### src/rtl/sbu_pkg.sv
package sbu_pkg;

  localparam int FLAG_W = 8;
  localparam int IDX_W  = $clog2(FLAG_W);
  localparam int IDX_I  = 7;
  localparam int IDX_T  = 6;

  typedef enum logic [1:0] {
    REQ_NONE     = 2'b00,
    REQ_BRANCH   = 2'b01,
    REQ_SKIP_BIT = 2'b10,
    REQ_SKIP_EQ  = 2'b11
  } req_kind_e;

  // Keep flags outside the mask, take new values inside it.
  function automatic logic [FLAG_W-1:0] f_merge(
    input logic [FLAG_W-1:0] old_v,
    input logic [FLAG_W-1:0] new_v,
    input logic [FLAG_W-1:0] mask);
    return (old_v & ~mask) | (new_v & mask);
  endfunction

  // Replace one bit of a byte.
  function automatic logic [FLAG_W-1:0] f_put_bit(
    input logic [FLAG_W-1:0] v,
    input logic [IDX_W-1:0]  idx,
    input logic              b);
    logic [FLAG_W-1:0] r;
    r      = v;
    r[idx] = b;
    return r;
  endfunction

endpackage

### src/rtl/sbu_flag_reg.sv
module sbu_flag_reg
  import sbu_pkg::*;
(
  input  logic              clk,
  input  logic              rst_n,
  input  logic              alu_we,
  input  logic [FLAG_W-1:0] alu_mask,
  input  logic [FLAG_W-1:0] alu_flags,
  input  logic              bit_op_en,
  input  logic              bit_op_set,
  input  logic [IDX_W-1:0]  bit_op_idx,
  input  logic              tst_en,
  input  logic              tst_val,
  input  logic              reti_en,
  output logic              flags_written,
  output logic [FLAG_W-1:0] sreg
);

  logic [FLAG_W-1:0] sreg_d;

  assign flags_written = alu_we | bit_op_en | tst_en | reti_en;

  // Ordering sets priority: the explicit bit command is applied last.
  always_comb begin
    sreg_d = sreg;
    if (alu_we)    sreg_d = f_merge(sreg_d, alu_flags, alu_mask);
    if (tst_en)    sreg_d[IDX_T] = tst_val;
    if (reti_en)   sreg_d[IDX_I] = 1'b1;
    if (bit_op_en) sreg_d = f_put_bit(sreg_d, bit_op_idx, bit_op_set);
  end

  always_ff @(posedge clk) begin
    if (!rst_n) sreg <= '0;
    else        sreg <= sreg_d;
  end

endmodule

### src/rtl/sbu_cond_eval.sv
module sbu_cond_eval
  import sbu_pkg::*;
#(
  parameter int REG_W = 8
) (
  input  logic [1:0]               req_kind,
  input  logic [FLAG_W-1:0]        sreg,
  input  logic [IDX_W-1:0]         br_idx,
  input  logic                     br_pol,
  input  logic [REG_W-1:0]         skp_reg,
  input  logic [$clog2(REG_W)-1:0] skp_bit,
  input  logic                     skp_pol,
  input  logic [REG_W-1:0]         cmp_a,
  input  logic [REG_W-1:0]         cmp_b,
  output logic                     is_branch,
  output logic                     is_skip,
  output logic                     cond_true
);

  req_kind_e kind;
  logic      flag_hit;
  logic      bit_hit;
  logic      eq_hit;

  assign kind      = req_kind_e'(req_kind);
  assign flag_hit  = (sreg[br_idx] == br_pol);
  assign bit_hit   = (skp_reg[skp_bit] == skp_pol);
  assign eq_hit    = (cmp_a == cmp_b);
  assign is_branch = (kind == REQ_BRANCH);
  assign is_skip   = (kind == REQ_SKIP_BIT) || (kind == REQ_SKIP_EQ);

  always_comb begin
    unique case (kind)
      REQ_BRANCH:   cond_true = flag_hit;
      REQ_SKIP_BIT: cond_true = bit_hit;
      REQ_SKIP_EQ:  cond_true = eq_hit;
      default:      cond_true = 1'b0;
    endcase
  end

endmodule

### src/rtl/sbu_pc_step.sv
module sbu_pc_step #(
  parameter int PCW  = 12,
  parameter int OFFW = 7
) (
  input  logic [PCW-1:0]  pc_in,
  input  logic [OFFW-1:0] br_off,
  input  logic            is_branch,
  input  logic            is_skip,
  input  logic            cond_true,
  input  logic            next_is_long,
  output logic            taken,
  output logic [PCW-1:0]  pc_next,
  output logic [1:0]      cycles
);

  localparam int EXT_W = PCW - OFFW;

  logic [PCW-1:0] off_ext;
  logic [PCW-1:0] skip_step;

  generate
    if (EXT_W > 0) begin : g_ext
      assign off_ext = {{EXT_W{br_off[OFFW-1]}}, br_off};
    end else begin : g_trunc
      assign off_ext = br_off[PCW-1:0];
    end
  endgenerate

  assign skip_step = next_is_long ? PCW'(3) : PCW'(2);
  assign taken     = (is_branch | is_skip) & cond_true;

  always_comb begin
    pc_next = pc_in + PCW'(1);
    cycles  = 2'd1;
    if (is_branch && cond_true) begin
      pc_next = pc_in + off_ext + PCW'(1);
      cycles  = 2'd2;
    end else if (is_skip && cond_true) begin
      pc_next = pc_in + skip_step;
      cycles  = next_is_long ? 2'd3 : 2'd2;
    end
  end

endmodule

### src/rtl/sreg_branch_unit.sv
module sreg_branch_unit
  import sbu_pkg::*;
#(
  parameter int PCW  = 12,
  parameter int OFFW = 7
) (
  input  logic           clk,
  input  logic           rst_n,
  input  logic           alu_we,
  input  logic [7:0]     alu_mask,
  input  logic [7:0]     alu_flags,
  input  logic           bit_op_en,
  input  logic           bit_op_set,
  input  logic [2:0]     bit_op_idx,
  input  logic           tst_en,
  input  logic [7:0]     tst_reg,
  input  logic [2:0]     tst_bit,
  input  logic           reti_en,
  input  logic [7:0]     blt_reg,
  input  logic [2:0]     blt_bit,
  output logic [7:0]     blt_out,
  input  logic [1:0]     req_kind,
  input  logic [2:0]     br_idx,
  input  logic           br_pol,
  input  logic [OFFW-1:0] br_off,
  input  logic [7:0]     skp_reg,
  input  logic [2:0]     skp_bit,
  input  logic           skp_pol,
  input  logic [7:0]     cmp_a,
  input  logic [7:0]     cmp_b,
  input  logic           next_is_long,
  input  logic [PCW-1:0] pc_in,
  output logic [7:0]     sreg,
  output logic           taken,
  output logic [PCW-1:0] pc_next,
  output logic [1:0]     cycles
);

  logic tst_val;
  logic flags_written;
  logic is_branch;
  logic is_skip;
  logic cond_true;

  assign tst_val = tst_reg[tst_bit];
  assign blt_out = f_put_bit(blt_reg, blt_bit, sreg[IDX_T]);

  sbu_flag_reg u_flags (
    .clk           (clk),
    .rst_n         (rst_n),
    .alu_we        (alu_we),
    .alu_mask      (alu_mask),
    .alu_flags     (alu_flags),
    .bit_op_en     (bit_op_en),
    .bit_op_set    (bit_op_set),
    .bit_op_idx    (bit_op_idx),
    .tst_en        (tst_en),
    .tst_val       (tst_val),
    .reti_en       (reti_en),
    .flags_written (flags_written),
    .sreg          (sreg)
  );

  sbu_cond_eval #(.REG_W(8)) u_cond (
    .req_kind  (req_kind),
    .sreg      (sreg),
    .br_idx    (br_idx),
    .br_pol    (br_pol),
    .skp_reg   (skp_reg),
    .skp_bit   (skp_bit),
    .skp_pol   (skp_pol),
    .cmp_a     (cmp_a),
    .cmp_b     (cmp_b),
    .is_branch (is_branch),
    .is_skip   (is_skip),
    .cond_true (cond_true)
  );

  sbu_pc_step #(.PCW(PCW), .OFFW(OFFW)) u_step (
    .pc_in        (pc_in),
    .br_off       (br_off),
    .is_branch    (is_branch),
    .is_skip      (is_skip),
    .cond_true    (cond_true),
    .next_is_long (next_is_long),
    .taken        (taken),
    .pc_next      (pc_next),
    .cycles       (cycles)
  );

endmodule

### config.mk
export PLATFORM = sky130hd
export DESIGN_NAME = sreg_branch_unit
export DESIGN_NICKNAME = d
export VERILOG_FILES = /design/src/rtl/sbu_pkg.sv /design/src/rtl/sbu_flag_reg.sv /design/src/rtl/sbu_cond_eval.sv /design/src/rtl/sbu_pc_step.sv /design/src/rtl/sreg_branch_unit.sv
export SDC_FILE = /design/constraint.sdc
export NUM_CORES = 1
export LEC_CHECK = 0
export ABC_AREA = 0
export BUFFER_PORTS_ARGS = -buffer_cell sky130_fd_sc_hd__buf_2
export CAP_MARGIN = 20
export CORE_MARGIN = 3
export CORE_UTILIZATION = 37
export DETAILED_ROUTE_END_ITERATION = 12
export HOLD_SLACK_MARGIN = 0.08
export PLACE_DENSITY = 0.86
export RECOVER_POWER = 25
export SLEW_MARGIN = 0
export SYNTH_ARGS = -nofsm -noshare
export SYNTH_HDL_FRONTEND = slang
export SYNTH_SLANG_ARGS = --single-unit
### constraint.sdc
create_clock -name clk -period 2.9 [get_ports clk]
set_input_delay 0.145 -clock clk [delete_from_list [all_inputs] [get_ports clk]]
set_output_delay 0.145 -clock clk [all_outputs]
set_load 0.005 [all_outputs]
== Yosys cells after proc, flatten, opt, wreduce, memory -nomap -nowiden ==
Cells that the tools add are included.

* Mux-type cells: 23
* Bitwise gates (word level): 6
* Order comparisons: 7
* Reductions and logical operators: 5
* Equal/unequal tests: 6
* $add $sub $neg: 4

{| class="wikitable"
|+ Operators with widths
! cell !! count
|-
| adder 12 x 1 -> 12 bit (second input constant) || 2
|-
| adder 12 bit || 2
|-
| two-way mux 12 bit || 2
|-
| less-than comparator 3 x 4 -> 1 bit (second input constant) || 5
|-
| AND 8 bit || 2
|-
| bitwise mux 8 bit || 2
|-
| two-way mux 8 bit || 2
|-
| binary-select mux 1 bit (select 3 bit) || 3
|-
| two-way mux 1 bit || 9
|-
| == test 8 bit || 1
|-
| inverter 8 bit || 1
|-
| bitwise OR 8 bit || 1
|-
| demux 1 bit (select 3 bit) || 2
|-
| >= comparator 3 x 1 -> 1 bit (second input constant) || 2
|-
| == test 2 bit (second input constant) || 2
|-
| logical AND 1 bit || 4
|-
| two-way mux 2 bit || 2
|-
| one-hot mux 1 bit (3 select lines) || 1
|-
| == test 1 bit || 2
|-
| == test 2 x 1 -> 1 bit (second input constant) || 1
|-
| AND 1 bit || 1
|-
| logical OR 1 bit || 1
|-
| bitwise OR 1 bit || 1
|}

* Logic and storage cells: 52
* Input bits: 102
* Output and inout port bits: 31
* Flip-flop bits (word level): 8

== Logic depth before layout (Yosys ltp) ==
Gate-level depths: netlist of run 1.

* Depth after elaboration: 7
* Mapped depth: 14
* Depth with buffers taken out: 14

== Modules after synthesis ==
Synthesis of run 1 repeated with hierarchy kept, for this count alone.

* Cell total of the unflattened synthesis: 236
* Area, all modules: 1826.8 sq um

{| class="wikitable"
|+ Modules (own cells, without submodules)
! module !! cells an instance !! instances !! seq. area each (sq um) !! area each (sq um)
|-
| sbu_pc_step || 130 || 1 || 0.0 || 864.6
|-
| sbu_flag_reg || 55 || 1 || 160.2 || 473.0
|-
| sbu_cond_eval || 32 || 1 || 0.0 || 280.3
|-
| sreg_branch_unit || 19 || 1 || 0.0 || 209.0
|}

== Worst setup path after synthesis of run 1 ==
Ideal clock, no wire load.

* Path kind: input to output
* From: input port skp_bit[0]
* To: output port pc_next[10]
* Data arrival time: 2.642 ns
* Cell stages on the path: 14
* Buffers on the path: 0
* Required time: 2.755 ns
* Path slack: 0.113 ns
* Path through: mux4_2 -> mux2i_1 -> xnor2_1 -> o21ai_0 -> nand2_1 -> or2_2 -> ha_1 -> inv_1 -> fa_1 -> and3b_1 -> and2_1 -> nand4_1 -> xor2_1 -> a21oi_1

* Cells in the longest elaborated chain, start to end: 7
* Elaborated cells on any way between the ends: 8
* Those cells by class: eq/ne: 1; mux: 5; reduce/logical: 2

{| class="wikitable"
|+ Ends and longest elaborated chain
! element !! RTL line !! RTL
|-
| start, declared || sreg_branch_unit.sv:27 || <nowiki>input logic [2:0] skp_bit,</nowiki>
|-
| binary-select mux 1 bit (select 3 bit) * || sbu_cond_eval.sv:27 || <nowiki>assign bit_hit = (skp_reg[skp_bit] == skp_pol);</nowiki>
|-
| two-way mux 1 bit (implied by the code) * || sbu_cond_eval.sv:27 ||
|-
| == test 1 bit * || sbu_cond_eval.sv:27 ||
|-
| one-hot mux 1 bit (3 select lines) * || sbu_cond_eval.sv:33 || <nowiki>unique case (kind)</nowiki>
|-
| logical AND 1 bit || sbu_pc_step.sv:38 || <nowiki>end else if (is_skip && cond_true) begin</nowiki>
|-
| two-way mux 12 bit || sbu_pc_step.sv:38 ||
|-
| two-way mux 12 bit * || sbu_pc_step.sv:35 || <nowiki>if (is_branch && cond_true) begin</nowiki>
|-
| end, declared || sreg_branch_unit.sv:35 || <nowiki>output logic [PCW-1:0] pc_next,</nowiki>
|}

Mark *: on every way between the ends. The rest lies on a longest branch, timed or not. The select of a mux whose other input is x is not followed.

== Final worst setup path of run 1 ==
Ends and elaborated chain as after synthesis.

==> results of run 1 <==
==> kinds of logic after synthesis <==
family	Yosys count	synth area share, %
xor+xnor	27	13.4
compound gates	52	19.6
buf+inv	18	4.39
flops	8	9.06
simple gates	87	23.6
mux	24	18.5
fa+ha+maj	15	11.5
==> report_power, final <==
group / internal (mW) / leakage (nW) / switching [mW] / total [mW]
registers: 0.119 / 0.0660 / 0.00604 / 0.125
clock network: 0.0901 / 0.0216 / 0.0462 / 0.136
logic: 0.205 / 1.19 / 0.186 / 0.391
==> final cells by class <==
| cell class | instances | share of cell area, % |
|---|---|---|
| clock buffers | 3 | 1.61 |
| inverters | 9 | 1.32 |
| multi-input cells | 205 | 60.5 |
| flip-flops and latches | 8 | 6.25 |
| well taps | 52 | 2.54 |
| repair buffers | 138 | 27.7 |
==> worst reg2reg max path: cells and delay by family (launching register included) <==
kind / cells / cell delay, ns
flops: 1 / 0.31
compound gates: 4 / 0.61
buf+inv: 1 / 0.16
simple gates: 1 / 0.06
==> worst paths after layout <==
kind | from | end | slack [ns] | depth (start not counted)
max | skp_bit[0] | pc_next[10] | 0.04 | 16
min | alu_flags[5] | u_flags.sreg[5]$_SDFF_PN0_ | 0.18 | 3
max reg2reg | u_flags.sreg[6]$_SDFF_PN0_ | u_flags.sreg[6]$_SDFF_PN0_ | 1.66 | 6
min reg2reg | u_flags.sreg[5]$_SDFF_PN0_ | u_flags.sreg[5]$_SDFF_PN0_ | 0.51 | 2
==> what timing repair did <==
| action | 4_1_cts | 5_1_grt |
|---|---|---|
| pin swaps | 7 | 9 |
| setup buffers | 2 | 1 |
| endpoints found under the setup margin | 2 | 3 |
| gates resized for setup | 9 | 1 |
==> metal layers <==
layer	GRT usage, %	part of all wire (%)
met1	19.8	41
met2	35.5	53
met3	1.74	5.9
met4	4.74	0.97
met5	0	0
==> cell usage after synthesis, drive strengths merged, types with 3 or more instances <==
cell type | n | share of area [%]
a211oi | 4 | 1.7
a21boi | 3 | 1.3
a21oi | 13 | 3.7
a311oi | 4 | 2.0
buf | 3 | 1.2
clkbuf | 6 | 1.3
dfxtp | 8 | 9.1
ha | 13 | 9.2
inv | 9 | 1.9
mux2 | 9 | 5.7
mux2i | 9 | 5.1
mux4 | 6 | 7.6
nand2 | 30 | 6.4
nand2b | 4 | 1.4
nand3 | 4 | 1.1
nand4 | 6 | 2.1
nor2 | 21 | 4.5
nor2b | 3 | 1.1
nor3 | 7 | 2.0
o21a | 3 | 1.3
o21ai | 12 | 3.4
o311a | 3 | 1.7
xnor2 | 13 | 6.4
xor2 | 14 | 6.9
==> through the flow <==
step / instance area [um2] / util, % / power, mW / cells / hold WS, ns
after global routing: 2560 / 57.2 / 0.701 / 415 / 0.198
after CTS: 2560 / 57.3 / 0.653 / 415 / 0.188
after detailed placement: 2480 / 55.4 / 0.510 / 410 / 0.429
after global placement: 2480 / 55.4 / 0.498 / 410 / 0.428
final: 2560 / 57.2 / 0.652 / 415 / 0.184
after floorplan: 1770 / - / 0.347 / 231 / 0.276
==> report_table.html, run 1 <==
<table>
<tr><th>Metric</th><th>Value</th></tr>
<tr><th colspan="2">Status</th></tr>
<tr><td>Run status</td><td>finished, final reports clean</td></tr>
<tr><th colspan="2">Synthesis</th></tr>
<tr><td>Fraction of the yosys area taken by sequential cells</td><td>9.06%</td></tr>
<tr><td>Post-synth ARST share</td><td>0%</td></tr>
<tr><td>Seq cells post-synth</td><td>8</td></tr>
<tr><td>Count of flip-flops with a built-in enable after synthesis</td><td>0</td></tr>
<tr><td>Summed instance area of the synthesized netlist</td><td>around 0.0018 mm2</td></tr>
<tr><td>Syn_area_per_cell</td><td>7.65 um2</td></tr>
<tr><td>Flip-flop cell with the highest count after synthesis</td><td>dfxtp_1</td></tr>
<tr><td>Count of warnings emitted by yosys</td><td>0</td></tr>
<tr><td>Netlist cell types</td><td>44</td></tr>
<tr><td>Cells after Synth</td><td>roughly 230</td></tr>
<tr><td>Synth Net Count</td><td>around 350</td></tr>
<tr><th colspan="2">Critical path</th></tr>
<tr><td>CP required</td><td>between 2 and 3 ns</td></tr>
<tr><td>Type of element capturing the critical path</td><td>output pin</td></tr>
<tr><td>Crit path buffers/inverters</td><td>3</td></tr>
<tr><td>Kind of start point of the critical path</td><td>input port</td></tr>
<tr><td>Slowest cell on crit path</td><td>mux4_2</td></tr>
<tr><td>Cell breakdown of the critical path</td><td>buf_8 -&gt; mux4_2 -&gt; mux2i_1 -&gt; xnor2_1 -&gt; o21ai_1 -&gt; nand2_1 -&gt; or2_4 -&gt; ha_4 -&gt; inv_2 -&gt; fa_2 -&gt; and3b_1 -&gt; and2_4 -&gt; nand4_1 -&gt; xor2_1 -&gt; a21oi_1 -&gt; buf_2</td></tr>
<tr><td>Largest stage delay, worst path</td><td>0.48 ns</td></tr>
<tr><td>CP Data Arrival Time</td><td>~2.7 ns</td></tr>
<tr><td>Worst-path fanout max</td><td>2</td></tr>
<tr><td>Crit path max-delay family</td><td>simple AND/OR/NAND/NOR gates</td></tr>
<tr><td>Classification of the worst setup path</td><td>input port to output pin</td></tr>
<tr><th colspan="2">Flow run</th></tr>
<tr><td>Max-capacitance violation count</td><td>0</td></tr>
<tr><th colspan="2">Final layout</th></tr>
<tr><td>Post-layout net count</td><td>between 400 and 500</td></tr>
<tr><td>Relative area change from synthesis to final layout</td><td>44.9%</td></tr>
<tr><td>Area of combinational cells with multiple inputs</td><td>approximately 0.0016 mm2</td></tr>
<tr><td>Largest Register</td><td>u_flags.sreg</td></tr>
<tr><td>Most frequent cells in the layout</td><td>buf_2, nand2_1, nor2_1, xor2_1</td></tr>
<tr><td>Footprint of the flip-flops and latches</td><td>160 um2</td></tr>
<tr><td>Filler cell count in the final layout</td><td>between 400 and 500</td></tr>
<tr><td>Fraction of final layout cells sized beyond drive strength 1</td><td>between 40 and 50%</td></tr>
<tr><td>Biggest registers after layout</td><td>u_flags.sreg: 8 flops</td></tr>
<tr><td>Antenna diode instance count</td><td>0</td></tr>
<tr><td>Most frequent standard cell in the layout excluding fill and tap cells</td><td>buf_2</td></tr>
<tr><td>Flip-flop count of the largest register, all copies and words added</td><td>8</td></tr>
<tr><th colspan="2">Die</th></tr>
<tr><td>Initial core utilization</td><td>between 30% and 40%</td></tr>
<tr><td>Chip height</td><td>around 75 um</td></tr>
<tr><td>Width of the die</td><td>around 75 um</td></tr>
<tr><td>Ports</td><td>about 130</td></tr>
<tr><td>Die outline area</td><td>about 0.0056 mm2</td></tr>
<tr><td># rows</td><td>24</td></tr>
<tr><td>Area of the core</td><td>roughly 0.0045 mm2</td></tr>
<tr><th colspan="2">Clock tree</th></tr>
<tr><td>Reg clk slew, reported paths</td><td>roughly 0.040 ns</td></tr>
<tr><td>Buffer levels on the longest clock path</td><td>2</td></tr>
<tr><td>CTS HTree Levels</td><td>1</td></tr>
<tr><td>Number of buffers added by the clock tree synthesis step</td><td>3</td></tr>
<tr><td>Number of buffers inserted by hold repair at cts</td><td>0</td></tr>
<tr><td>Clock root buffer master</td><td>clkbuf_8</td></tr>
<tr><td>Clk sinks</td><td>8</td></tr>
<tr><td>CTS tree</td><td>built</td></tr>
<tr><td>Worst-Skew Late Latency</td><td>about 0.23 ns</td></tr>
<tr><th colspan="2">GRT</th></tr>
<tr><td>Number of antenna violations at the first check in global routing</td><td>0</td></tr>
<tr><td>Gr ovfl total</td><td>0</td></tr>
<tr><td>Global-route wire length before repair</td><td>8080 um</td></tr>
<tr><td>Pin count of the biggest net entering global routing</td><td>22</td></tr>
<tr><td>Gr usage total</td><td>between 10% and 20%</td></tr>
<tr><td>Vias in the first global route</td><td>1985</td></tr>
<tr><th colspan="2">Timing</th></tr>
<tr><td>Period utilization</td><td>roughly 100%</td></tr>
<tr><td>Unrepaired setup endpoints after global routing</td><td>true</td></tr>
<tr><td>Remaining max-slew budget at the tightest pin</td><td>between 60% and 70%</td></tr>
<tr><td>Fin. Hold Viols</td><td>0</td></tr>
<tr><td>Highest attainable clock frequency</td><td>around 350 MHz</td></tr>
<tr><td>Transition time of the tightest slew-check pin</td><td>around 0.47 ns</td></tr>
<tr><td>Least setup slack across all paths after layout</td><td>0.0387 ns</td></tr>
<tr><td>Final setup fails</td><td>0</td></tr>
<tr><td>Final period demand of the worst path</td><td>2.86 ns</td></tr>
<tr><td>Aggregate negative setup slack</td><td>0 ns</td></tr>
<tr><td>Clock tree skew after final layout</td><td>0 ns</td></tr>
<tr><td>Final slew viol count</td><td>0</td></tr>
<tr><th colspan="2">Drt</th></tr>
<tr><td>First-iteration detailed-routing DRC count</td><td>between 50 and 60</td></tr>
<tr><td>WL per Instance</td><td>about 13 um</td></tr>
<tr><td>Router iterations before antenna repair</td><td>4</td></tr>
<tr><td>Drt via density</td><td>5.32</td></tr>
<tr><td>Detailed-route wire length</td><td>around 5300 um</td></tr>
<tr><td>Routed via count</td><td>2209</td></tr>
<tr><td>DRC violations left</td><td>0</td></tr>
<tr><td>Remaining antenna violation count after routing</td><td>0</td></tr>
<tr><th colspan="2">Placement</th></tr>
<tr><td>Post-place setup slack</td><td>-0.190 ns</td></tr>
<tr><td>Dpl hpwl</td><td>4600 um</td></tr>
<tr><td>Final weighted congestion in routability-driven placement</td><td>between 0.8 and 0.9</td></tr>
<tr><td>Input/output buffers</td><td>between 100 and 150</td></tr>
<tr><th colspan="2">Power</th></tr>
<tr><td>Power per unit of standard cell area</td><td>254 mW/mm2</td></tr>
<tr><td>Largest vdd supply drop</td><td>around 0.00025 V</td></tr>
<tr><td>Leak pwr</td><td>approximately 1.3 nW</td></tr>
<tr><th colspan="2">Min path</th></tr>
<tr><td>Class of the tightest hold or removal check</td><td>input port to register</td></tr>
</table>
Power figures use the tool's default switching activity.
==> run 2, diff against run 1 <==
--- a/config.mk
+++ b/config.mk
@@ -8,11 +8,13 @@
 export ABC_AREA = 0
 export BUFFER_PORTS_ARGS = -buffer_cell sky130_fd_sc_hd__buf_2
 export CAP_MARGIN = 20
+export CELL_PAD_IN_SITES_DETAIL_PLACEMENT = 0
+export CELL_PAD_IN_SITES_GLOBAL_PLACEMENT = 2
 export CORE_MARGIN = 3
-export CORE_UTILIZATION = 37
+export CORE_UTILIZATION = 18
 export DETAILED_ROUTE_END_ITERATION = 12
 export HOLD_SLACK_MARGIN = 0.08
-export PLACE_DENSITY = 0.86
+export PLACE_DENSITY = 0.85
 export RECOVER_POWER = 25
 export SLEW_MARGIN = 0
 export SYNTH_ARGS = -nofsm -noshare
==> run 2 against run 1 <==
Net effect: die area up 96%; flip-flop and latch count did not move; register-to-register slack improved by 0.02 ns; via count decreased by 4.2%; highest routed layer unchanged.
==> report_table.html, run 2 (synthesis gave the netlist of run 1 again) <==
<table>
<tr><th>Metric</th><th>Value</th></tr>
<tr><th colspan="2">Timing</th></tr>
<tr><td>Period utilization</td><td>98.3% (was 98.7%)</td></tr>
<tr><td>Remaining max-slew budget at the tightest pin</td><td>70.1% (was 68.6%)</td></tr>
<tr><td>Unrepaired setup endpoints after global routing</td><td>true (unchanged)</td></tr>
<tr><td>Final setup fails</td><td>0 (unchanged)</td></tr>
<tr><td>Transition time of the tightest slew-check pin</td><td>0.443 ns (was 0.467 ns)</td></tr>
<tr><td>Final slew viol count</td><td>0 (unchanged)</td></tr>
<tr><td>Clock tree skew after final layout</td><td>0 ns (unchanged)</td></tr>
<tr><td>Final period demand of the worst path</td><td>2.85 ns (was 2.86 ns)</td></tr>
<tr><td>Highest attainable clock frequency</td><td>351 MHz (was 349 MHz)</td></tr>
<tr><td>Fin. Hold Viols</td><td>0 (unchanged)</td></tr>
<tr><td>Fin Hold WS</td><td>0.200 ns (was 0.184 ns)</td></tr>
<tr><th colspan="2">Die</th></tr>
<tr><td>Area of the core</td><td>0.00937 mm2 (was 0.00447 mm2)</td></tr>
<tr><td># rows</td><td>35 (was 24)</td></tr>
<tr><td>Die outline area</td><td>0.0110 mm2 (was 0.00564 mm2)</td></tr>
<tr><td>Ports</td><td>133 (unchanged)</td></tr>
<tr><td>Chip height</td><td>105 um (was 75.1 um)</td></tr>
<tr><td>Initial core utilization</td><td>18.9% (was 39.5%)</td></tr>
<tr><td>Width of the die</td><td>105 um (was 75.1 um)</td></tr>
<tr><th colspan="2">Final layout</th></tr>
<tr><td>Relative area change from synthesis to final layout</td><td>50.7% (was 44.9%)</td></tr>
<tr><td>Post-layout net count</td><td>482 (unchanged)</td></tr>
<tr><td>Fraction of final layout cells sized beyond drive strength 1</td><td>44.4% (was 43.8%)</td></tr>
<tr><td>Most frequent standard cell in the layout excluding fill and tap cells</td><td>buf_2 (unchanged)</td></tr>
<tr><td>Antenna diode instance count</td><td>0 (unchanged)</td></tr>
<tr><td>Biggest registers after layout</td><td>u_flags.sreg: 8 flops (unchanged)</td></tr>
<tr><td>Flip-flop count of the largest register, all copies and words added</td><td>8 (unchanged)</td></tr>
<tr><td>Largest Register</td><td>u_flags.sreg (unchanged)</td></tr>
<tr><td>Most frequent cells in the layout</td><td>buf_2, nand2_1, nor2_1, xor2_1 (unchanged)</td></tr>
<tr><th colspan="2">Clock tree</th></tr>
<tr><td>Worst-Skew Late Latency</td><td>0.22 ns (was 0.23 ns)</td></tr>
<tr><td>Clk sinks</td><td>8 (unchanged)</td></tr>
<tr><td>Number of buffers added by the clock tree synthesis step</td><td>3 (unchanged)</td></tr>
<tr><td>Number of buffers inserted by hold repair at cts</td><td>0 (unchanged)</td></tr>
<tr><td>Buffer levels on the longest clock path</td><td>2 (unchanged)</td></tr>
<tr><td>CTS tree</td><td>built (unchanged)</td></tr>
<tr><td>Clock root buffer master</td><td>clkbuf_8 (unchanged)</td></tr>
<tr><td>CTS HTree Levels</td><td>1 (unchanged)</td></tr>
<tr><td>Reg clk slew, reported paths</td><td>0.04 ns (about the same)</td></tr>
<tr><th colspan="2">Power</th></tr>
<tr><td>Internal power</td><td>0.413 mW (about the same)</td></tr>
<tr><td>Leak pwr</td><td>1.28 nW (about the same)</td></tr>
<tr><td>Total power of the final layout</td><td>0.652 mW (about the same)</td></tr>
<tr><td>Part of the total power dissipated in combinational logic</td><td>60.0% (about the same)</td></tr>
<tr><td>Largest vdd supply drop</td><td>0.000196 V (was 0.000255 V)</td></tr>
<tr><td>Part of the total power dissipated in sequential elements</td><td>19.5% (was 19.1%)</td></tr>
<tr><td>Sw frac</td><td>36.7% (was 36.6%)</td></tr>
<tr><td>P_sw</td><td>0.239 mW (was 0.238 mW)</td></tr>
<tr><td>Clock power frac</td><td>20.5% (was 20.9%)</td></tr>
<tr><td>Power per unit of standard cell area</td><td>245 mW/mm2 (was 254 mW/mm2)</td></tr>
<tr><th colspan="2">Drt</th></tr>
<tr><td>Drt via density</td><td>4.30 (was 5.32)</td></tr>
<tr><td>Detailed-route wire length</td><td>5770 um (was 5350 um)</td></tr>
<tr><td>First-iteration detailed-routing DRC count</td><td>36 (was 51)</td></tr>
<tr><td>Router iterations before antenna repair</td><td>5 (was 4)</td></tr>
<tr><td>WL per Instance</td><td>11.7 um (was 12.9 um)</td></tr>
<tr><td>Routed via count</td><td>2117 (was 2209)</td></tr>
<tr><td>Remaining antenna violation count after routing</td><td>0 (unchanged)</td></tr>
<tr><td>DRC violations left</td><td>0 (unchanged)</td></tr>
<tr><th colspan="2">Placement</th></tr>
<tr><td>Input/output buffers</td><td>132 (unchanged)</td></tr>
<tr><td>Dpl hpwl</td><td>5040 um (was 4600 um)</td></tr>
<tr><td>Final weighted congestion in routability-driven placement</td><td>0.779 (was 0.855)</td></tr>
<tr><th colspan="2">GRT</th></tr>
<tr><td>Global-route wire length before repair</td><td>9460 um (was 8080 um)</td></tr>
<tr><td>Number of antenna violations at the first check in global routing</td><td>0 (unchanged)</td></tr>
<tr><td>Vias in the first global route</td><td>2125 (was 1985)</td></tr>
<tr><td>Pin count of the biggest net entering global routing</td><td>17 (was 22)</td></tr>
<tr><td>Gr usage total</td><td>9.94% (was 17.9%)</td></tr>
<tr><td>Gr ovfl total</td><td>0 (unchanged)</td></tr>
<tr><th colspan="2">Critical path</th></tr>
<tr><td>Stages on the worst setup path</td><td>16 (unchanged)</td></tr>
<tr><td>Type of element capturing the critical path</td><td>output pin (unchanged)</td></tr>
<tr><td>Classification of the worst setup path</td><td>input port to output pin (unchanged)</td></tr>
<tr><td>Slowest cell on crit path</td><td>mux4_2 (unchanged)</td></tr>
<tr><td>Cell breakdown of the critical path</td><td>buf_8 -&gt; mux4_2 -&gt; mux2i_2 -&gt; xnor2_1 -&gt; o21ai_1 -&gt; nand2_1 -&gt; or2_4 -&gt; ha_4 -&gt; inv_2 -&gt; fa_2 -&gt; and3b_1 -&gt; and2_4 -&gt; nand4_1 -&gt; xor2_1 -&gt; a21oi_1 -&gt; buf_2 (was buf_8 -&gt; mux4_2 -&gt; mux2i_1 -&gt; xnor2_1 -&gt; o21ai_1 -&gt; nand2_1 -&gt; or2_4 -&gt; ha_4 -&gt; inv_2 -&gt; fa_2 -&gt; and3b_1 -&gt; and2_4 -&gt; nand4_1 -&gt; xor2_1 -&gt; a21oi_1 -&gt; buf_2)</td></tr>
<tr><td>Largest stage delay, worst path</td><td>0.49 ns (was 0.48 ns)</td></tr>
<tr><td>Crit path buffers/inverters</td><td>3 (unchanged)</td></tr>
<tr><td>CP Data Arrival Time</td><td>2.71 ns (was 2.72 ns)</td></tr>
<tr><td>Worst-path fanout max</td><td>2 (unchanged)</td></tr>
<tr><td>CP required</td><td>2.76 ns (about the same)</td></tr>
<tr><td>Kind of start point of the critical path</td><td>input port (unchanged)</td></tr>
<tr><td>Crit path max-delay family</td><td>simple AND/OR/NAND/NOR gates (unchanged)</td></tr>
<tr><td>Register-to-Register Path Depth</td><td>5 (was 6)</td></tr>
<tr><th colspan="2">Flow run</th></tr>
<tr><td>Max-capacitance violation count</td><td>0 (unchanged)</td></tr>
<tr><th colspan="2">Status</th></tr>
<tr><td>Run status</td><td>finished, final reports clean (unchanged)</td></tr>
<tr><th colspan="2">Min path</th></tr>
<tr><td>Hold Path Cell Cnt</td><td>2 (was 3)</td></tr>
<tr><td>Class of the tightest hold or removal check</td><td>input port to register (unchanged)</td></tr>
</table>
-- run 2: changes by cell type in the layout (fill, tap and decap cells not counted) --
cell     change
nand2_1      -1
nand2_2      +1
mux2i_1      -1
mux2i_2      +1
-- run 2: area by class of cell --
class                   instances  area, um2
fillers                      1065       6710
well taps                     129        161
multi-input cells             205       1560
repair buffers                138        711
inverters                       9       33.8
clock buffers                   3       41.3
flip-flops and latches          8        160
-- run 2: timing repair --
action                                  4_1_cts  5_1_grt
gates resized for setup                       7        4
buffers inserted                              2        1
pin swaps                                     7        8
endpoints found under the setup margin        2        6
-- run 2: final timing paths --
kind / from / to / slack (ns)
setup / recovery: skp_bit[0] / pc_next[10] / 0.05
hold / removal: rst_n / u_flags.sreg[3]$_SDFF_PN0_ / 0.20
setup reg to reg: u_flags.sreg[6]$_SDFF_PN0_ / u_flags.sreg[6]$_SDFF_PN0_ / 1.68
hold reg to reg: u_flags.sreg[5]$_SDFF_PN0_ / u_flags.sreg[5]$_SDFF_PN0_ / 0.51
-- run 2: per-stage QoR --
stage / utilization, % / setup WS, ns / instance area [um2] / instances / TNS, ns
6_report: 28.4 / 0.0495 / 2660 / 492 / 0
5_1_grt: 28.4 / -0.148 / 2660 / 492 / -0.319
4_1_cts: 28.4 / -0.00854 / 2660 / 492 / -0.00854
3_5_place_dp: 27.5 / -0.203 / 2580 / 487 / -0.365
3_3_place_gp: 27.5 / -0.156 / 2580 / 487 / -0.248
2_1_floorplan: - / 0.113 / 1770 / 231 / 0
-- run 2: power by group through the flow --
stage / clock, mW / combinational, mW / sequential, mW
finish: 0.133 / 0.391 / 0.127
global route: 0.142 / 0.442 / 0.129
CTS: 0.139 / 0.394 / 0.128
detailed placement: 0 / 0.386 / 0.130
global placement: 0 / 0.383 / 0.129
floorplan: 0 / 0.222 / 0.126
-- run 2: metal layers --
metal	share of wire [%]	track usage, %	vias to the layer above	routed length [um]
met1	43	12.1	928	2460
met4	0.62	1.22	0	36
met2	50	18.5	73	2900
met3	6.6	1.85	4	379
met5	0	0	-	0
li1	-	-	1112	-
==> run 3, diff against run 2 <==
--- a/config.mk
+++ b/config.mk
@@ -12,6 +12,7 @@
 export CELL_PAD_IN_SITES_GLOBAL_PLACEMENT = 2
 export CORE_MARGIN = 3
 export CORE_UTILIZATION = 18
+export CTS_BUF_LIST = sky130_fd_sc_hd__clkbuf_4
 export DETAILED_ROUTE_END_ITERATION = 12
 export HOLD_SLACK_MARGIN = 0.08
 export PLACE_DENSITY = 0.85
==> run 3 against run 2 <==
Net effect: combinational power about the same; flip-flop and latch count unchanged; die area unchanged; routed wire length up 0.36%; register-to-register slack about the same; global-route usage unchanged; critical path type unchanged; critical path depth unchanged; non-clock buffer count unchanged; largest power group unchanged; clock-buffer cell count unchanged.
==> report_table.html, run 3 (synthesis gave the netlist of run 1 again) <==
<table>
<tr><th>Metric</th><th>Value</th></tr>
<tr><th colspan="2">Critical path</th></tr>
<tr><td>Worst-path fanout max</td><td>2 (unchanged)</td></tr>
<tr><td>Endpoint of the most critical register-to-register path</td><td>u_flags.sreg[6]$_SDFF_PN0_ (unchanged)</td></tr>
<tr><td>Slowest cell on crit path</td><td>mux4_2 (unchanged)</td></tr>
<tr><td>Cell breakdown of the critical path</td><td>buf_8 -&gt; mux4_2 -&gt; mux2i_2 -&gt; xnor2_1 -&gt; o21ai_1 -&gt; nand2_1 -&gt; or2_4 -&gt; ha_4 -&gt; inv_2 -&gt; fa_2 -&gt; and3b_1 -&gt; and2_4 -&gt; nand4_1 -&gt; xor2_1 -&gt; a21oi_1 -&gt; buf_2 (unchanged)</td></tr>
<tr><td>Type of element capturing the critical path</td><td>output pin (unchanged)</td></tr>
<tr><td>Largest stage delay, worst path</td><td>0.49 ns (about the same)</td></tr>
<tr><td>Register-to-Register Path Depth</td><td>5 (unchanged)</td></tr>
<tr><td>CP required</td><td>2.76 ns (about the same)</td></tr>
<tr><td>Stages on the worst setup path</td><td>16 (unchanged)</td></tr>
<tr><td>FF-to-FF setup slack</td><td>1.67 ns (was 1.68 ns)</td></tr>
<tr><td>Crit path buffers/inverters</td><td>3 (unchanged)</td></tr>
<tr><td>Kind of start point of the critical path</td><td>input port (unchanged)</td></tr>
<tr><td>Crit path max-delay family</td><td>simple AND/OR/NAND/NOR gates (unchanged)</td></tr>
<tr><td>Classification of the worst setup path</td><td>input port to output pin (unchanged)</td></tr>
<tr><td>CP Data Arrival Time</td><td>2.71 ns (about the same)</td></tr>
<tr><td>Startpoint of the lowest-slack register-to-register path</td><td>u_flags.sreg[6]$_SDFF_PN0_ (unchanged)</td></tr>
<tr><th colspan="2">GRT</th></tr>
<tr><td>Pin count of the biggest net entering global routing</td><td>17 (unchanged)</td></tr>
<tr><td>Gr usage total</td><td>9.94% (unchanged)</td></tr>
<tr><td>Global-route wire length before repair</td><td>9460 um (unchanged)</td></tr>
<tr><td>Number of antenna violations at the first check in global routing</td><td>0 (unchanged)</td></tr>
<tr><td>Vias in the first global route</td><td>2125 (unchanged)</td></tr>
<tr><td>Gr ovfl total</td><td>0 (unchanged)</td></tr>
<tr><th colspan="2">Final layout</th></tr>
<tr><td>Biggest registers after layout</td><td>u_flags.sreg: 8 flops (unchanged)</td></tr>
<tr><td>Design Area, Final</td><td>0.00265 mm2 (was 0.00266 mm2)</td></tr>
<tr><td>Area of combinational cells with multiple inputs</td><td>0.00156 mm2 (unchanged)</td></tr>
<tr><td>Footprint of the flip-flops and latches</td><td>160 um2 (unchanged)</td></tr>
<tr><td>Flip-flop count of the largest register, all copies and words added</td><td>8 (unchanged)</td></tr>
<tr><td>Most frequent cells in the layout</td><td>buf_2, nand2_1, nor2_1, xor2_1 (unchanged)</td></tr>
<tr><td>Most frequent standard cell in the layout excluding fill and tap cells</td><td>buf_2 (unchanged)</td></tr>
<tr><td>Post-layout net count</td><td>482 (unchanged)</td></tr>
<tr><td>Largest Register</td><td>u_flags.sreg (unchanged)</td></tr>
<tr><td>Relative area change from synthesis to final layout</td><td>49.6% (was 50.7%)</td></tr>
<tr><td>Fraction of final layout cells sized beyond drive strength 1</td><td>44.4% (unchanged)</td></tr>
<tr><td>Filler cell count in the final layout</td><td>1071 (was 1065)</td></tr>
<tr><td>End-of-flow core utilization</td><td>28.2% (was 28.4%)</td></tr>
<tr><td>Antenna diode instance count</td><td>0 (unchanged)</td></tr>
<tr><th colspan="2">Flow run</th></tr>
<tr><td>Max-capacitance violation count</td><td>0 (unchanged)</td></tr>
<tr><th colspan="2">Power</th></tr>
<tr><td>Leak pwr</td><td>1.27 nW (was 1.28 nW)</td></tr>
<tr><td>Total power of the final layout</td><td>0.604 mW (was 0.652 mW)</td></tr>
<tr><td>Power per unit of standard cell area</td><td>228 mW/mm2 (was 245 mW/mm2)</td></tr>
<tr><td>Largest vdd supply drop</td><td>0.000162 V (was 0.000196 V)</td></tr>
<tr><th colspan="2">Drt</th></tr>
<tr><td>Router iterations before antenna repair</td><td>4 (was 5)</td></tr>
<tr><td>Detailed-route wire length</td><td>5800 um (was 5770 um)</td></tr>
<tr><td>DRC violations left</td><td>0 (unchanged)</td></tr>
<tr><td>Drt via density</td><td>4.32 (was 4.30)</td></tr>
<tr><td>First-iteration detailed-routing DRC count</td><td>30 (was 36)</td></tr>
<tr><td>Remaining antenna violation count after routing</td><td>0 (unchanged)</td></tr>
<tr><td>Routed via count</td><td>2125 (was 2117)</td></tr>
<tr><td>WL per Instance</td><td>11.8 um (was 11.7 um)</td></tr>
<tr><th colspan="2">Placement</th></tr>
<tr><td>Final weighted congestion in routability-driven placement</td><td>0.779 (unchanged)</td></tr>
<tr><td>Dpl hpwl</td><td>5040 um (unchanged)</td></tr>
<tr><td>Input/output buffers</td><td>132 (unchanged)</td></tr>
<tr><td>Standard cell area after detailed placement</td><td>0.00258 mm2 (unchanged)</td></tr>
<tr><th colspan="2">Clock tree</th></tr>
<tr><td>Clock root buffer master</td><td>clkbuf_4 (was clkbuf_8)</td></tr>
<tr><td>Number of buffers inserted by hold repair at cts</td><td>0 (unchanged)</td></tr>
<tr><td>Reg clk slew, reported paths</td><td>0.06 ns (was 0.04 ns)</td></tr>
<tr><td>Worst-Skew Late Latency</td><td>0.25 ns (was 0.22 ns)</td></tr>
<tr><td>CTS HTree Levels</td><td>1 (unchanged)</td></tr>
<tr><td>CTS tree</td><td>built (unchanged)</td></tr>
<tr><td>Buffer levels on the longest clock path</td><td>2 (unchanged)</td></tr>
<tr><td>Clk sinks</td><td>8 (unchanged)</td></tr>
<tr><td>Number of buffers added by the clock tree synthesis step</td><td>3 (unchanged)</td></tr>
<tr><th colspan="2">Min path</th></tr>
<tr><td>Hold Path Cell Cnt</td><td>2 (unchanged)</td></tr>
<tr><td>Hold path startpoint</td><td>rst_n (unchanged)</td></tr>
<tr><td>Worst Hold Endpoint</td><td>u_flags.sreg[3]$_SDFF_PN0_ (unchanged)</td></tr>
<tr><td>Class of the tightest hold or removal check</td><td>input port to register (unchanged)</td></tr>
<tr><th colspan="2">Timing</th></tr>
<tr><td>Highest attainable clock frequency</td><td>351 MHz (unchanged)</td></tr>
<tr><td>Fin Hold WS</td><td>0.168 ns (was 0.200 ns)</td></tr>
<tr><td>Final slew viol count</td><td>0 (unchanged)</td></tr>
<tr><td>Remaining max-slew budget at the tightest pin</td><td>70.1% (unchanged)</td></tr>
<tr><td>Period utilization</td><td>98.3% (unchanged)</td></tr>
<tr><td>Clock tree skew after final layout</td><td>0 ns (unchanged)</td></tr>
<tr><td>Final setup fails</td><td>0 (unchanged)</td></tr>
<tr><td>Transition time of the tightest slew-check pin</td><td>0.443 ns (unchanged)</td></tr>
<tr><td>Unrepaired setup endpoints after global routing</td><td>true (unchanged)</td></tr>
<tr><td>Final period demand of the worst path</td><td>2.85 ns (unchanged)</td></tr>
<tr><td>Fin. Hold Viols</td><td>0 (unchanged)</td></tr>
<tr><th colspan="2">Status</th></tr>
<tr><td>Run status</td><td>finished, final reports clean (unchanged)</td></tr>
<tr><th colspan="2">Die</th></tr>
<tr><td># rows</td><td>35 (unchanged)</td></tr>
<tr><td>Width of the die</td><td>105 um (unchanged)</td></tr>
<tr><td>Ports</td><td>133 (unchanged)</td></tr>
<tr><td>Area of the core</td><td>0.00937 mm2 (unchanged)</td></tr>
<tr><td>Initial core utilization</td><td>18.9% (unchanged)</td></tr>
<tr><td>Die outline area</td><td>0.0110 mm2 (unchanged)</td></tr>
<tr><td>Chip height</td><td>105 um (unchanged)</td></tr>
</table>
-- run 3: cell count changes in the layout (fill, tap and decap cells not counted) --
| cell | change |
|---|---|
| clkbuf_4 | +3 |
| clkbuf_8 | -3 |
-- run 3: per-stage QoR --
stage | instances | setup slack, ns | setup TNS [ns]
6_report | 492 | 0.0495 | 0
3_3_place_gp | 487 | -0.156 | -0.248
4_1_cts | 492 | -0.00854 | -0.00854
2_1_floorplan | 231 | 0.113 | 0
5_1_grt | 492 | -0.148 | -0.319
3_5_place_dp | 487 | -0.203 | -0.365
-- run 3: metal layers --
layer	vias to the layer above	part of all wire, %	wire [um]	GRT usage (%)
met5	-	0	0	0
met4	0	0.62	36	1.22
met3	4	6.5	374	1.85
met2	72	50	2900	18.5
met1	935	43	2480	12.1
li1	1114	-	-	-
-- run 3: repair_timing --
action,in CTS,in global routing
resized for setup,7,4
hold endpoints to repair,0,0
pin swaps,7,8
cloned,0,0
buffers inserted,2,1
endpoints found under the setup margin,2,6
-- run 3: area by class of cell --
type	instances	area share, %
clock buffer	3	0.851
multi-input combinational	205	58.8
tap	129	6.10
sequential	8	6.05
inverter	9	1.28
timing repair buffer	138	26.9
-- run 3: where the power goes --
group / switching, mW / total (mW) / internal, mW / leakage [nW]
Sequential: 0.00879 / 0.127 / 0.118 / 0.0660
Clock: 0.0385 / 0.0859 / 0.0474 / 0.0138
Combinational: 0.187 / 0.391 / 0.204 / 1.19
-- run 3: worst max-delay path by stage --
| stage | from | to | slack (ns) |
|---|---|---|---|
| final | skp_bit[0] | pc_next[10] | 0.05 |
| after global placement | skp_bit[0] | pc_next[10] | -0.16 |
| after global routing | skp_bit[0] | pc_next[10] | -0.15 |
| after CTS | skp_bit[0] | pc_next[10] | -0.009 |
| after floorplan | skp_bit[0] | pc_next[10] | 0.11 |
| after detailed placement | skp_bit[0] | pc_next[10] | -0.20 |
-- run 3: worst reg2reg max path, stage by stage, from the launching register on --
cell and delay [ns]:
dfxtp_1 0.52, a21boi_0 0.22, a311oi_1 0.07, a211oi_1 0.22, a21oi_1 0.06, nor2_1 0.08
